## config.mk

```make
export PLATFORM = sky130hd
export DESIGN_NAME = seg_guard
export DESIGN_NICKNAME = d
export VERILOG_FILES = /design/src/rtl/seg_guard_pkg.sv /design/src/rtl/seg_guard_code_store.sv /design/src/rtl/seg_guard_code_cmp.sv /design/src/rtl/seg_guard_perm.sv /design/src/rtl/seg_guard.sv
export SDC_FILE = /design/constraint.sdc
export NUM_CORES = 1
export LEC_CHECK = 0
export ABC_AREA = 1
export ABC_CLOCK_PERIOD_IN_PS = 2300
export BUFFER_PORTS_ARGS = -buffer_cell sky130_fd_sc_hd__buf_2
export CAP_MARGIN = 15
export CORE_ASPECT_RATIO = 0.5
export CORE_UTILIZATION = 60
export CTS_CLUSTER_SIZE = 8
export DETAILED_ROUTE_END_ITERATION = 7
export GPL_TIMING_DRIVEN = 0
export HOLD_SLACK_MARGIN = 0.1
export PLACE_DENSITY_LB_ADDON = 0.3
export SETUP_SLACK_MARGIN = 0.3
export SLEW_MARGIN = 5
export SYNTH_ARGS = -nofsm -noshare
export SYNTH_HDL_FRONTEND = slang
export SYNTH_SLANG_ARGS = --single-unit
```

## constraint.sdc

```tcl
create_clock -name clk -period 2.3 [get_ports clk]
set_input_delay 0.46 -clock clk [delete_from_list [all_inputs] [get_ports clk]]
set_output_delay 0.46 -clock clk [all_outputs]
set_load 0.01 [all_outputs]
```

## src/rtl/seg_guard_pkg.sv

```systemverilog
package seg_guard_pkg;
    typedef enum logic [1:0] {CS_IDLE, CS_MATCH, CS_LOAD} cmd_st_e;
    typedef enum logic [1:0] {AC_LOCKED, AC_OPEN, AC_SPENT} acc_st_e;
endpackage

```

## src/rtl/seg_guard_code_store.sv

```systemverilog
module seg_guard_code_store #(
    parameter int NBYTES = 8,
    parameter int LW     = 4
) (
    input  logic                  clk,
    input  logic                  rst_n,
    input  logic                  stage_we,
    input  logic [LW-1:0]         stage_idx,
    input  logic [7:0]            stage_byte,
    input  logic                  commit,
    input  logic [LW-1:0]         commit_len,
    output logic [8*NBYTES-1:0]   code_flat,
    output logic [LW-1:0]         code_len
);
    // Staging bank collects a new code; commit copies it over in one cycle.
    for (genvar g = 0; g < NBYTES; g++) begin : g_byte
        logic [7:0] stage_q;
        logic [7:0] code_q;
        always_ff @(posedge clk or negedge rst_n) begin
            if (!rst_n) begin
                stage_q <= '0;
                code_q  <= '0;
            end else begin
                if (stage_we && stage_idx == LW'(g))
                    stage_q <= stage_byte;
                if (commit)
                    code_q <= stage_q;
            end
        end
        assign code_flat[8*g +: 8] = code_q;
    end

    always_ff @(posedge clk or negedge rst_n) begin
        if (!rst_n)
            code_len <= '0;
        else if (commit)
            code_len <= commit_len;
    end
endmodule

```

## src/rtl/seg_guard_code_cmp.sv

```systemverilog
module seg_guard_code_cmp #(
    parameter int NBYTES = 8,
    parameter int LW     = 4
) (
    input  logic                  clk,
    input  logic                  rst_n,
    input  logic                  clr,
    input  logic                  byte_vld,
    input  logic [7:0]            byte_in,
    input  logic [8*NBYTES-1:0]   code_flat,
    input  logic [LW-1:0]         code_len,
    output logic [LW-1:0]         cnt,
    output logic                  match
);
    logic       mism_q;
    logic [7:0] exp_byte;

    // Select the stored byte at the current position.
    always_comb begin
        exp_byte = '0;
        for (int i = 0; i < NBYTES; i++)
            if (cnt == LW'(i))
                exp_byte = code_flat[8*i +: 8];
    end

    // Count saturates one past the maximum so an overlong sequence stays visible.
    always_ff @(posedge clk or negedge rst_n) begin
        if (!rst_n) begin
            cnt    <= '0;
            mism_q <= 1'b0;
        end else if (clr) begin
            cnt    <= '0;
            mism_q <= 1'b0;
        end else if (byte_vld) begin
            if (cnt < LW'(NBYTES) && byte_in != exp_byte)
                mism_q <= 1'b1;
            if (cnt <= LW'(NBYTES))
                cnt <= cnt + 1'b1;
        end
    end

    assign match = !mism_q && (cnt == code_len) && (code_len != '0);
endmodule

```

## src/rtl/seg_guard_perm.sv

```systemverilog
module seg_guard_perm #(
    parameter int AW = 11
) (
    input  logic [AW-1:0] addr,
    input  logic [AW-1:0] ptr,
    input  logic          secure,
    input  logic          acc_ok,
    input  logic          ovr_armed,
    output logic          allow,
    output logic          use_ovr,
    output logic          use_acc
);
    logic below;
    always_comb begin
        below   = addr < ptr;
        allow   = below ? ovr_armed : (secure ? acc_ok : 1'b1);
        use_ovr = below && ovr_armed;
        use_acc = !below && secure && acc_ok;
    end
endmodule

```

## src/rtl/seg_guard.sv

```systemverilog
module seg_guard
    import seg_guard_pkg::*;
#(
    parameter int AW         = 11,
    parameter int CODE_BYTES = 8,
    parameter int PTR_RST    = 0
) (
    input  logic          clk,
    input  logic          rst_n,
    input  logic          sel,
    input  logic          cmd_enac,
    input  logic          cmd_load,
    input  logic          code_vld,
    input  logic [7:0]    code_byte,
    input  logic          code_end,
    input  logic          cmd_wptr,
    input  logic [AW-1:0] wptr_val,
    input  logic          cmd_ovr,
    input  logic          cmd_rptr,
    input  logic          req_vld,
    input  logic [AW-1:0] req_addr,
    output logic          gnt,
    output logic          deny,
    output logic          rd_vld,
    output logic [AW-1:0] rd_ptr,
    output logic          secure,
    output logic          key_err
);
    localparam int LW = $clog2(CODE_BYTES + 2);

    cmd_st_e cmd_q, cmd_d;
    acc_st_e acc_q, acc_d;
    logic [AW-1:0] ptr_q, ptr_d;
    logic          ovr_q, ovr_d;
    logic          sel_q;

    logic [8*CODE_BYTES-1:0] code_flat;
    logic [LW-1:0]           code_len;
    logic [LW-1:0]           cnt;
    logic                    match;
    logic                    cmp_clr, stage_we, commit, err_d;
    logic                    acc_ok, guard_ok, take_acc;
    logic                    allow, use_ovr, use_acc;

    assign secure   = code_len != '0;
    assign acc_ok   = acc_q != AC_LOCKED;
    assign guard_ok = !secure || acc_ok;
    assign take_acc = secure && acc_ok;

    seg_guard_code_store #(.NBYTES(CODE_BYTES), .LW(LW)) u_store (
        .clk(clk), .rst_n(rst_n),
        .stage_we(stage_we), .stage_idx(cnt), .stage_byte(code_byte),
        .commit(commit), .commit_len(cnt),
        .code_flat(code_flat), .code_len(code_len)
    );

    seg_guard_code_cmp #(.NBYTES(CODE_BYTES), .LW(LW)) u_cmp (
        .clk(clk), .rst_n(rst_n), .clr(cmp_clr),
        .byte_vld(code_vld && cmd_q != CS_IDLE), .byte_in(code_byte),
        .code_flat(code_flat), .code_len(code_len),
        .cnt(cnt), .match(match)
    );

    seg_guard_perm #(.AW(AW)) u_perm (
        .addr(req_addr), .ptr(ptr_q), .secure(secure), .acc_ok(acc_ok),
        .ovr_armed(ovr_q), .allow(allow), .use_ovr(use_ovr), .use_acc(use_acc)
    );

    // Next-state logic for both machines and the guarded registers.
    always_comb begin
        cmd_d    = cmd_q;
        acc_d    = acc_q;
        ptr_d    = ptr_q;
        ovr_d    = ovr_q;
        cmp_clr  = 1'b0;
        stage_we = 1'b0;
        commit   = 1'b0;
        err_d    = 1'b0;

        if (sel_q && !sel && acc_q == AC_SPENT)
            acc_d = AC_LOCKED;

        unique case (cmd_q)
            CS_IDLE: ;
            CS_MATCH: begin
                if (code_end) begin
                    cmd_d = CS_IDLE;
                    if (secure) begin
                        if (match) begin
                            acc_d = AC_OPEN;
                        end else begin
                            acc_d = AC_LOCKED;
                            err_d = 1'b1;
                        end
                    end
                end
            end
            CS_LOAD: begin
                if (code_vld && cnt < LW'(CODE_BYTES))
                    stage_we = 1'b1;
                if (code_end) begin
                    cmd_d = CS_IDLE;
                    if (cnt <= LW'(CODE_BYTES))
                        commit = 1'b1;
                    else
                        err_d = 1'b1;
                end
            end
            default: cmd_d = CS_IDLE;
        endcase

        if (cmd_enac) begin
            cmd_d   = CS_MATCH;
            cmp_clr = 1'b1;
        end
        if (cmd_load) begin
            if (guard_ok) begin
                cmd_d   = CS_LOAD;
                cmp_clr = 1'b1;
                if (take_acc) acc_d = AC_SPENT;
            end else begin
                err_d = 1'b1;
            end
        end
        if (cmd_wptr) begin
            if (guard_ok) begin
                ptr_d = wptr_val;
                if (take_acc) acc_d = AC_SPENT;
            end else begin
                err_d = 1'b1;
            end
        end
        if (cmd_ovr) begin
            if (guard_ok) begin
                ovr_d = 1'b1;
                if (take_acc) acc_d = AC_SPENT;
            end else begin
                err_d = 1'b1;
            end
        end
        if (req_vld && use_ovr) ovr_d = 1'b0;
        if (req_vld && use_acc) acc_d = AC_SPENT;
    end

    // State register.
    always_ff @(posedge clk or negedge rst_n) begin
        if (!rst_n) begin
            cmd_q <= CS_IDLE;
            acc_q <= AC_LOCKED;
            ptr_q <= AW'(PTR_RST);
            ovr_q <= 1'b0;
            sel_q <= 1'b0;
        end else begin
            cmd_q <= cmd_d;
            acc_q <= acc_d;
            ptr_q <= ptr_d;
            ovr_q <= ovr_d;
            sel_q <= sel;
        end
    end

    // Registered outputs.
    always_ff @(posedge clk or negedge rst_n) begin
        if (!rst_n) begin
            gnt     <= 1'b0;
            deny    <= 1'b0;
            rd_vld  <= 1'b0;
            rd_ptr  <= '0;
            key_err <= 1'b0;
        end else begin
            gnt     <= req_vld && allow;
            deny    <= req_vld && !allow;
            rd_vld  <= cmd_rptr;
            key_err <= err_d;
            if (cmd_rptr) rd_ptr <= ptr_q;
        end
    end
endmodule

```

== Yosys cells after proc, flatten, opt, wreduce, memory -nomap -nowiden ==
Index checks and enable logic that the tools add are counted.

* Output and inout bits: 16
* Bits in registers: 169

* Muxes and demuxes: 59
* Reductions and logical operators: 44
* $add $sub $neg: 1
* Magnitude comparators: 3
* Equality and inequality tests: 12

{| class="wikitable"
|+ Operator list
! kind !! number
|-
| $mux 8 || 8
|-
| $mux 2 || 18
|-
| $mux 1 || 28
|-
| $logic_and 1x1->1 || 23
|-
| $eq 4x3->1 const B || 4
|-
| $reduce_bool 2->1 || 7
|-
| $mux 4 || 3
|-
| $lt 11x11->1 || 1
|-
| $eq 4x2->1 const B || 2
|-
| $ne 8x8->1 || 1
|-
| $reduce_and 2->1 || 4
|-
| $logic_not 1->1 || 5
|-
| $add 4x1->4 const B || 1
|-
| $eq 2x2->1 const B || 2
|-
| $eq 4x1->1 const B || 1
|-
| $eq 4x4->1 || 1
|-
| $le 4x4->1 const B || 1
|-
| $logic_not 4->1 || 1
|-
| $lt 4x4->1 const B || 1
|-
| $pmux 2 s2 || 1
|-
| $reduce_bool 4->1 || 1
|-
| $eq 2x1->1 const B || 1
|-
| $logic_not 2->1 || 1
|-
| $pmux 1 s2 || 1
|-
| other kinds (2) || 2
|}

== Logic depth before layout (Yosys ltp) ==
Gate-level depths: netlist of the first run.

* Word-level depth: 17
* Depth in mapped cells: 18
* Depth with buffers taken out: 18

== By module ==
Synthesis of the first run repeated with hierarchy kept, for this count alone.

* Cells, all modules: 936
* Area total of the unflattened synthesis: 8,309.2 um^2

{| class="wikitable"
|+ By module, submodules not included
! module !! area each (um^2) !! cells each !! sequential area each (um^2) !! instances
|-
| seg_guard_code_store || 5,255.0 || 476 || 3,303.2 || 1
|-
| seg_guard || 1,450.1 || 151 || 800.8 || 1
|-
| seg_guard_code_cmp || 1,265.0 || 250 || 125.1 || 1
|-
| seg_guard_perm || 339.1 || 59 || 0.0 || 1
|}

== Least setup slack after synthesis of the first run ==
Ideal clock, no wire load.

* Path kind: register -> register
* Start point: register u_cmp.cnt[0]
* End point: register u_store.g_byte[4].code_q[7]
* Arrival: 1.927 ns
* Setup slack: 0.241 ns
* Library setup time: 0.132 ns
* Cell stages (with the launch flop): 11
* Data required time: 2.168 ns
* Cell sequence: dfrtp_1 -> inv_1 -> ha_1 -> buf_4 -> inv_1 -> o21ai_0 -> nand3_1 -> buf_2 -> clkbuf_1 -> nand2_1 -> o21ai_0

* Longest elaborated chain between the ends: 4

{| class="wikitable"
|+ RTL lines
! element !! RTL line !! source
|-
| start: declaration || seg_guard_code_cmp.sv:12 || <nowiki>output logic [LW-1:0] cnt,</nowiki>
|-
| start signal: assignment || seg_guard_code_cmp.sv:38 || <nowiki>cnt <= cnt + 1'b1;</nowiki>
|-
| $le 4x4->1 || seg_guard.sv:103 || <nowiki>if (cnt <= LW'(CODE_BYTES))</nowiki>
|-
| $mux 1 || seg_guard.sv:103 ||
|-
| $mux 1 || seg_guard.sv:101 || <nowiki>if (code_end) begin</nowiki>
|-
| $mux 1 || seg_guard.sv:83 || <nowiki>unique case (cmd_q)</nowiki>
|-
| end signal: assignment || seg_guard_code_store.sv:27 || <nowiki>code_q <= stage_q;</nowiki>
|-
| end: declaration || seg_guard_code_store.sv:18 || <nowiki>logic [7:0] code_q;</nowiki>
|}

No other way between the ends.
A chain may end at the register's enable or synchronous reset.

== Worst setup path in the final report of the first run ==
* Start point: register u_cmp.cnt[1]
* End point: register u_cmp.mism_q

* Longest elaborated chain between the ends: 13

{| class="wikitable"
|+ RTL lines
! element !! RTL line !! source
|-
| $logic_not 4->1 || seg_guard_code_cmp.sv:22 || <nowiki>if (cnt == LW'(i))</nowiki>
|-
| $mux 8 (8 in a row) || seg_guard_code_cmp.sv:22 ||
|-
| $ne 8x8->1 || seg_guard_code_cmp.sv:35 || <nowiki>if (cnt < LW'(NBYTES) && byte_in != exp_byte)</nowiki>
|-
| $logic_and 1x1->1 * || seg_guard_code_cmp.sv:35 ||
|-
| $reduce_bool 2->1 (no source line) * || - ||
|-
| $reduce_and 2->1 (no source line) * || - ||
|-
| end signal: assignment || seg_guard_code_cmp.sv:30 || <nowiki>mism_q <= 1'b0;</nowiki>
|-
| end signal: assignment || seg_guard_code_cmp.sv:33 || <nowiki>mism_q <= 1'b0;</nowiki>
|-
| end signal: assignment || seg_guard_code_cmp.sv:36 || <nowiki>mism_q <= 1'b1;</nowiki>
|-
| end: declaration || seg_guard_code_cmp.sv:15 || <nowiki>logic mism_q;</nowiki>
|}

Mark *: on every way between the ends. The rest lies on a longest branch, timed or not.

==> results of run 1 <==
how the worst max path moves through the flow:
stage / end / slack, ns / from
3_3_place_gp: u_store.g_byte[5].stage_q[5]$_DFFE_PN0P_ / -1.70 / rst_n
2_1_floorplan: u_store.g_byte[4].code_q[7]$_DFFE_PN0P_ / 0.37 / u_cmp.cnt[0]$_DFFE_PN0P_
5_1_grt: u_cmp.mism_q$_DFFE_PN0P_ / -0.22 / u_cmp.cnt[0]$_DFFE_PN0P_
6_report: u_cmp.mism_q$_DFFE_PN0P_ / -0.22 / u_cmp.cnt[1]$_DFFE_PN0P_
3_5_place_dp: u_store.g_byte[6].code_q[3]$_DFFE_PN0P_ / -0.25 / u_cmp.cnt[1]$_DFFE_PN0P_
4_1_cts: u_cmp.mism_q$_DFFE_PN0P_ / 0.15 / u_cmp.cnt[0]$_DFFE_PN0P_
worst reg2reg max path: cells and delay by family, from the launching register on:
family	cells	cell delay, ns
adder cells (fa/ha/maj)	1	0.19
AND/OR/NAND/NOR	11	1.27
AO/OA/AOI/OAI	1	0.13
buffers and inverters	3	0.47
flip-flops	1	0.40
Yosys cell counts, drive strengths merged:
cell type,count
nor2,56
buf,14
mux2,32
clkbuf,15
nor4,1
nand3,31
nor3,8
dfrtp,169
o21a,1
inv,94
o22ai,2
nand3b,1
nor3b,1
nand2,216
o211ai,2
or2,8
o41ai,1
o311ai,1
a21oi,36
o21ai,112
o2111ai,1
a2111oi,1
nand4,17
ha,18
per-layer routing:
metal,vias to the layer above,share of wire (%),track usage [%]
met5,-,0,0
met4,0,5.8,11.1
met3,180,13,6.44
met2,623,44,51.0
met1,3361,38,43.9
li1,2973,-,-
per-stage QoR:
step	worst slack [ns]	hold slack [ns]	total power, µW	cell area, µm²
after detailed placement	-0.252	0.412	5960	8050
after CTS	0.147	0.141	8910	8980
after floorplan	0.368	0.164	5270	7530
final	-0.224	0.138	10100	9880
after global routing	-0.216	0.140	10400	9880
after global placement	-1.70	0.461	5830	8020
power by group through the flow:
stage / Sequential, µW / Clock, µW / Combinational [µW]
4_1_cts: 4100 / 2860 / 1960
5_1_grt: 4360 / 3020 / 3010
2_1_floorplan: 4040 / 0 / 1230
6_report: 4340 / 2920 / 2840
3_3_place_gp: 4100 / 0 / 1730
3_5_place_dp: 4130 / 0 / 1830
logic make-up after synthesis:
| kind of cell | synth area share [%] |
|---|---|
| adders and majority gates | 2.99 |
| muxes | 4.79 |
| DFF | 56.2 |
| AOI/OAI and AO/OA | 10.8 |
| buffers and inverters | 6.47 |
| and+or+nand+nor | 18.8 |
sequential cells by signal, indices dropped and copies added (netlist names):
register	flops
ptr_q	11
deny	1
gnt	1
sel_q	1
rd_ptr	11
u_store.code_len	4
key_err	1
cmd_q	2
acc_q	2
rd_vld	1
u_store.g_byte.stage_q	64
u_cmp.mism_q	1
ovr_q	1
u_store.g_byte.code_q	64
u_cmp.cnt	4
area by class of cell:
class / instances / share of cell area [%]
plain buffers: 29 / 3.08
clock buffers: 21 / 4.66
clock inverters: 10 / 1.22
inverters: 94 / 3.71
multi-input cells: 546 / 33.7
flip-flops and latches: 169 / 42.9
well taps: 165 / 2.09
repair buffers: 100 / 8.65
timing repair:
action,4_1_cts,5_1_grt
resized for setup,58,209
hold buffers,1,0
gates cloned,1,8
endpoints found under the setup margin,142,134
pin swaps,22,26
setup buffers,16,17
hold endpoints to repair,57,0
==> run_results.csv, run 1 <==
group,metric,value,unit
power,power.density,1020,nW/µm²
die,coreArea,12000,µm²
clock_tree,cts_tree,"done",
timing,finalCriticalPeriod,2.52,ns
setup_path,critPathLaunchType,"register",
detailed_routing,wire_per_inst,22.0,µm
clock_tree,clock-sinks,169,
setup_path,crit_family,"simple AND/OR/NAND/NOR gates",
detailed_routing,drt_wl_total,25.0,mm
yosys,synth.top_cells.by_area,"dfrtp_1, nand2_1, o21ai_0",
setup_path,r2r_end,"u_cmp.mism_q$_DFFE_PN0P_",
yosys,synth_fp_nets,897,
hold_path,holdPathStages,1,
placed_design,port_buffers,56,
clock_tree,htree_levels,4,
power,p_switching,3450,µW
power,comb_power_share,28.1,%
placed_design,dp_hpwl,12.3,mm
setup_path,cp_cell_sequence,"buf_4, ha_4, nand3_2, inv_2, buf_4, nor2_1, nand2_1, nand2_1, nand2_1, nand2_1, nand2_1, nand2_1, nor2_1, nand2_1, nand2_1, a21oi_2",
timing,setup_tns,-2.03,ns
layout,ff_latch_area,4240,µm²
power,seqPwrFrac,43.0,%
setup_path,worst_r2r_path_depth,16,
clock_tree,clk_pin_slew_worst_paths,0.07,ns
job,maxCapViolCount,0,
setup_path,cp_data_required_time,2.67,ns
yosys,postSynthCellCount,838,
power,ir_drop,0.600,mV
outcome,violations,"negative setup slack",
timing,tightestPinTransition,0.580,ns
detailed_routing,routed_via_density,6.29,
yosys,synth_area,7530,µm²
yosys,synth_cell_types,33,
setup_path,cp_num_cells,16,
grt,grt_pass1_vias,5980,
layout,layout-drive-gt1-share,30.4,%
detailed_routing,vias,7137,
timing,finalWorstSetupSlack,-0.224,ns
grt,grt_overflow,0,
clock_tree,clk_latency,0.44,ns
setup_path,cp-end-kind,"register",
hold_path,holdCritPathClass,"input pin to register",
die,die_y,81.2,µm
timing,setup_viol,28,
yosys,syn_avg_cell_area,8.98,µm²
layout,nNetsFinal,1016,
timing,rsz0062_at_grt,"true",
setup_path,critPathArrivalTime,2.90,ns
yosys,synth_top_area_share,56.2,%
outcome,status,"finished, violations left",
layout,fillers,593,
placed_design,gp_congestion,0.911,
timing,finalCritPeriodShare,110,%
setup_path,cp_num_buf_inv,3,
grt,grt_max_degree,113,
timing,slew_viol_final,0,
layout,layout_common_cells,"nand2_1, dfrtp_1, inv_1, o21ai_0, buf_2",
setup_path,reg2reg_slack,-0.22,ns
power,p_int,6650,µW
setup_path,max_stage_delay,0.40,ns
grt,grt_usage,31.8,%
placed_design,place_inst,1060,
detailed_routing,firstDrtPassIters,7,
timing,max_freq,396,MHz
detailed_routing,drt_iter0_markers,1026,
layout,final_core_util,82.2,%
clock_tree,cts_buffers,17,
timing,skew,0.0129,ns
layout,syn2layout_area_growth,31.2,%
detailed_routing,route.detailed.drc,0,
yosys,ys_warn_count,0,
clock_tree,clock_path_buffers,2,
grt,grt_antenna_before_repair,0,
die,ioPinCount,57,
setup_path,r2r_start,"u_cmp.cnt[1]$_DFFE_PN0P_",
detailed_routing,drtAntennaViolNets,0,
clock_tree,cts_root_buf,"clkbuf_16",
die,die_area,13000,µm²
power,swShare,34.2,%
layout,diodes,0,
hold_path,hold_path_startpoint,"sel",
setup_path,cp_common_cell,"nand2_1",
setup_path,crit_type,"register to register",
layout,layout.cells.non_filler,1134,
layout,multi_input_area,3330,µm²
hold_path,holdPathEnd,"sel_q$_DFF_PN0_",
yosys,yosysTopAreaCell,"dfrtp_1",
yosys,yosysSeqAreaShare,56.2,%
die,rows,28,
power,leakagePower,0.00492,µW
setup_path,crit_fanout,10,
yosys,ys_ff_latch,169,
die,initial_core_util,62.7,%
grt,grt_pass1_wl,31.1,mm
power,p_clk_share,28.9,%
setup_path,critPathSlowestCell,"dfrtp_1",
timing,hold_violations,0,
timing,maxSlewHeadroom,61.4,%
die,fp.dieW,160,µm
layout,layout_commonest_cell,"nand2_1",
(Power assumes the default switching activity.)
==> run 2: changes to the inputs <==
--- a/config.mk
+++ b/config.mk
@@ -15,8 +15,7 @@
 export DETAILED_ROUTE_END_ITERATION = 7
 export GPL_TIMING_DRIVEN = 0
 export HOLD_SLACK_MARGIN = 0.1
-export PLACE_DENSITY_LB_ADDON = 0.3
-export SETUP_SLACK_MARGIN = 0.3
+export PLACE_DENSITY = 0.85
 export SLEW_MARGIN = 5
 export SYNTH_ARGS = -nofsm -noshare
 export SYNTH_HDL_FRONTEND = slang
==> run_results.csv, run 2 (synthesis gave the netlist of run 1 again) <==
group,metric,value,unit
hold_path,holdPathStages,1,
timing,tightestPinTransition,0.571,ns
layout,syn2layout_area_growth,18.0,%
detailed_routing,routed_via_density,5.77,
power,comb_power_share,23.1,%
power,totalPowerFinal,8640,µW
die,initial_core_util,62.7,%
clock_tree,clk_pin_slew_worst_paths,0.06,ns
grt,grt_pass1_wl,29.7,mm
clock_tree,cts_tree,"done",
layout,nNetsFinal,992,
clock_tree,cts_root_buf,"clkbuf_16",
clock_tree,clk_latency,0.42,ns
layout,layout_commonest_cell,"nand2_1",
setup_path,crit_fanout,10,
power,leakagePower,0.00443,µW
placed_design,place_inst,1060,
layout,fillers,811,
clock_tree,clock-sinks,169,
power,ir_drop,0.592,mV
setup_path,reg2reg_slack,-0.04,ns
layout,multi_input_area,2920,µm²
power,seqPwrFrac,47.8,%
die,ioPinCount,57,
timing,rsz0062_at_grt,"true",
setup_path,critPathLaunchType,"register",
hold_path,holdCritPathClass,"input pin to register",
grt,grt_overflow,0,
setup_path,cp-end-kind,"register",
detailed_routing,wire_per_inst,17.6,µm
timing,max_freq,428,MHz
job,maxCapViolCount,0,
detailed_routing,drt_iter0_markers,677,
placed_design,dp_hpwl,12.6,mm
timing,finalWorstSetupSlack,-0.0364,ns
detailed_routing,drtAntennaViolNets,0,
detailed_routing,firstDrtPassIters,8,
die,coreArea,12000,µm²
clock_tree,cts_buffers,17,
layout,diodes,0,
layout,ff_latch_area,4230,µm²
die,rows,28,
grt,grt_pass1_vias,6038,
setup_path,critPathSlowestCell,"dfrtp_2",
timing,finalCriticalPeriod,2.34,ns
clock_tree,clock_path_buffers,2,
setup_path,r2r_start,"u_cmp.cnt[1]$_DFFE_PN0P_",
detailed_routing,route.detailed.drc,0,
clock_tree,htree_levels,4,
power,p_switching,2770,µW
setup_path,max_stage_delay,0.43,ns
detailed_routing,drt_wl_total,19.5,mm
setup_path,cp_cell_sequence,"inv_4, ha_4, inv_6, nor3_4, nand2_1, nand3_2, nand2_2, nand4_1, nand2_2, nand2_2, nand3_1, nand2_1, nand2_1, nor2_1, nand2_1, nand2_1, a21oi_1",
grt,grt_usage,30.1,%
power,swShare,32.0,%
outcome,violations,"negative setup slack",
timing,hold_violations,0,
layout,top_regs,"u_store.g_byte.code_q (64), u_store.g_byte.stage_q (64)",
power,p_int,5870,µW
timing,setup_viol,1,
layout,layout-drive-gt1-share,20.0,%
placed_design,gp_congestion,0.920,
setup_path,cp_common_cell,"nand2_1",
setup_path,worst_r2r_path_depth,17,
detailed_routing,vias,6392,
outcome,status,"finished, violations left",
hold_path,holdPathEnd,"sel_q$_DFF_PN0_",
setup_path,crit_type,"register to register",
die,die_area,13000,µm²
placed_design,port_buffers,56,
timing,maxSlewHeadroom,61.9,%
layout,layout_common_cells,"nand2_1, dfrtp_1, o21ai_0, inv_1, buf_2",
setup_path,critPathArrivalTime,2.64,ns
timing,finalCritPeriodShare,102,%
setup_path,cp_data_required_time,2.60,ns
hold_path,hold_path_startpoint,"sel",
grt,grt_antenna_before_repair,0,
timing,slew_viol_final,0,
die,fp.dieW,160,µm
grt,grt_max_degree,111,
setup_path,r2r_end,"u_cmp.mism_q$_DFFE_PN0P_",
power,power.density,973,nW/µm²
timing,skew,0.00657,ns
die,die_y,81.2,µm
layout,layout.cells.non_filler,1108,
power,p_clk_share,29.1,%
==> run 2: cell count changes in the layout (fill, tap and decap cells not counted), moves of 8 or more <==
cell	before	now
buf_12	10	2
buf_4	26	17
clkbuf_1	3	12
clkbuf_16	25	17
mux2_2	16	32
mux2_4	16	0
nand2_1	171	210
nand2_2	23	4
nand2_4	22	2
o21ai_0	72	104
o21ai_1	20	7
o21ai_2	19	0
==> run 2: critical path: cells and delay by family, from the launching register on <==
family                     cells  cell delay (ns)
and+or+nand+nor               13             1.30
adders and majority gates      1             0.21
buffers and inverters          2             0.20
DFF                            1             0.43
AOI/OAI and AO/OA              1             0.06
==> run 2: final cells by class <==
cell class	count	share of cell area, %
Clock buffer	21	5.07
Multi-Input combinational cell	546	32.9
Tap cell	165	2.32
Inverter	94	4.16
Sequential cell	169	47.7
Buffer	29	1.77
Clock inverter	8	0.592
Timing Repair Buffer	76	5.49
==> run 2: power by group through the flow <==
stage                     Clock, µW  Combinational (µW)  Sequential, µW
after floorplan                   0                1230            4040
after global placement            0                1720            4100
after detailed placement          0                1820            4140
after CTS                      2520                1870            4100
after global routing           2640                2230            4190
final                          2520                1990            4130
==> run 2: worst max path at each step <==
stage | end | cells past startpoint | startpoint
2_1_floorplan | u_store.g_byte[4].code_q[7]$_DFFE_PN0P_ | 10 | u_cmp.cnt[0]$_DFFE_PN0P_
3_5_place_dp | u_store.g_byte[6].code_q[7]$_DFFE_PN0P_ | 9 | u_cmp.cnt[0]$_DFFE_PN0P_
6_report | u_cmp.mism_q$_DFFE_PN0P_ | 17 | u_cmp.cnt[1]$_DFFE_PN0P_
5_1_grt | u_cmp.mism_q$_DFFE_PN0P_ | 17 | u_cmp.cnt[1]$_DFFE_PN0P_
3_3_place_gp | u_store.g_byte[5].stage_q[1]$_DFFE_PN0P_ | 1 | rst_n
4_1_cts | secure | 3 | u_store.code_len[0]$_DFFE_PN0P_
==> run 2: layer usage <==
| layer | vias to the layer above | GRT usage, % | part of all wire, % |
|---|---|---|---|
| met5 | - | 0 | 0 |
| met4 | 0 | 12.7 | 3.4 |
| met3 | 63 | 5.67 | 8.1 |
| met2 | 340 | 50.4 | 45 |
| met1 | 3081 | 39.2 | 43 |
| li1 | 2908 | - | - |
==> run 2: per-stage QoR <==
stage / util (%) / setup slack [ns] / instance area (µm²) / setup TNS (ns) / hold WS [ns]
after detailed placement: 67.0 / -0.560 / 8050 / -26.70 / 0.423
after CTS: 72.0 / 0.00503 / 8650 / 0 / 0.153
after floorplan: - / 0.241 / 7530 / 0 / 0.164
final: 73.9 / -0.0364 / 8880 / -0.0364 / 0.158
after global routing: 73.9 / -0.182 / 8880 / -0.604 / 0.157
after global placement: 66.7 / -1.67 / 8020 / -298.90 / 0.460
==> run 2: what timing repair did <==
item	CTS	global route
cloned	0	0
hold endpoints to repair	59	0
pin swaps	3	14
endpoints found under the setup margin	85	73
gates resized for setup	23	27
hold buffers	1	0
setup buffers	2	16
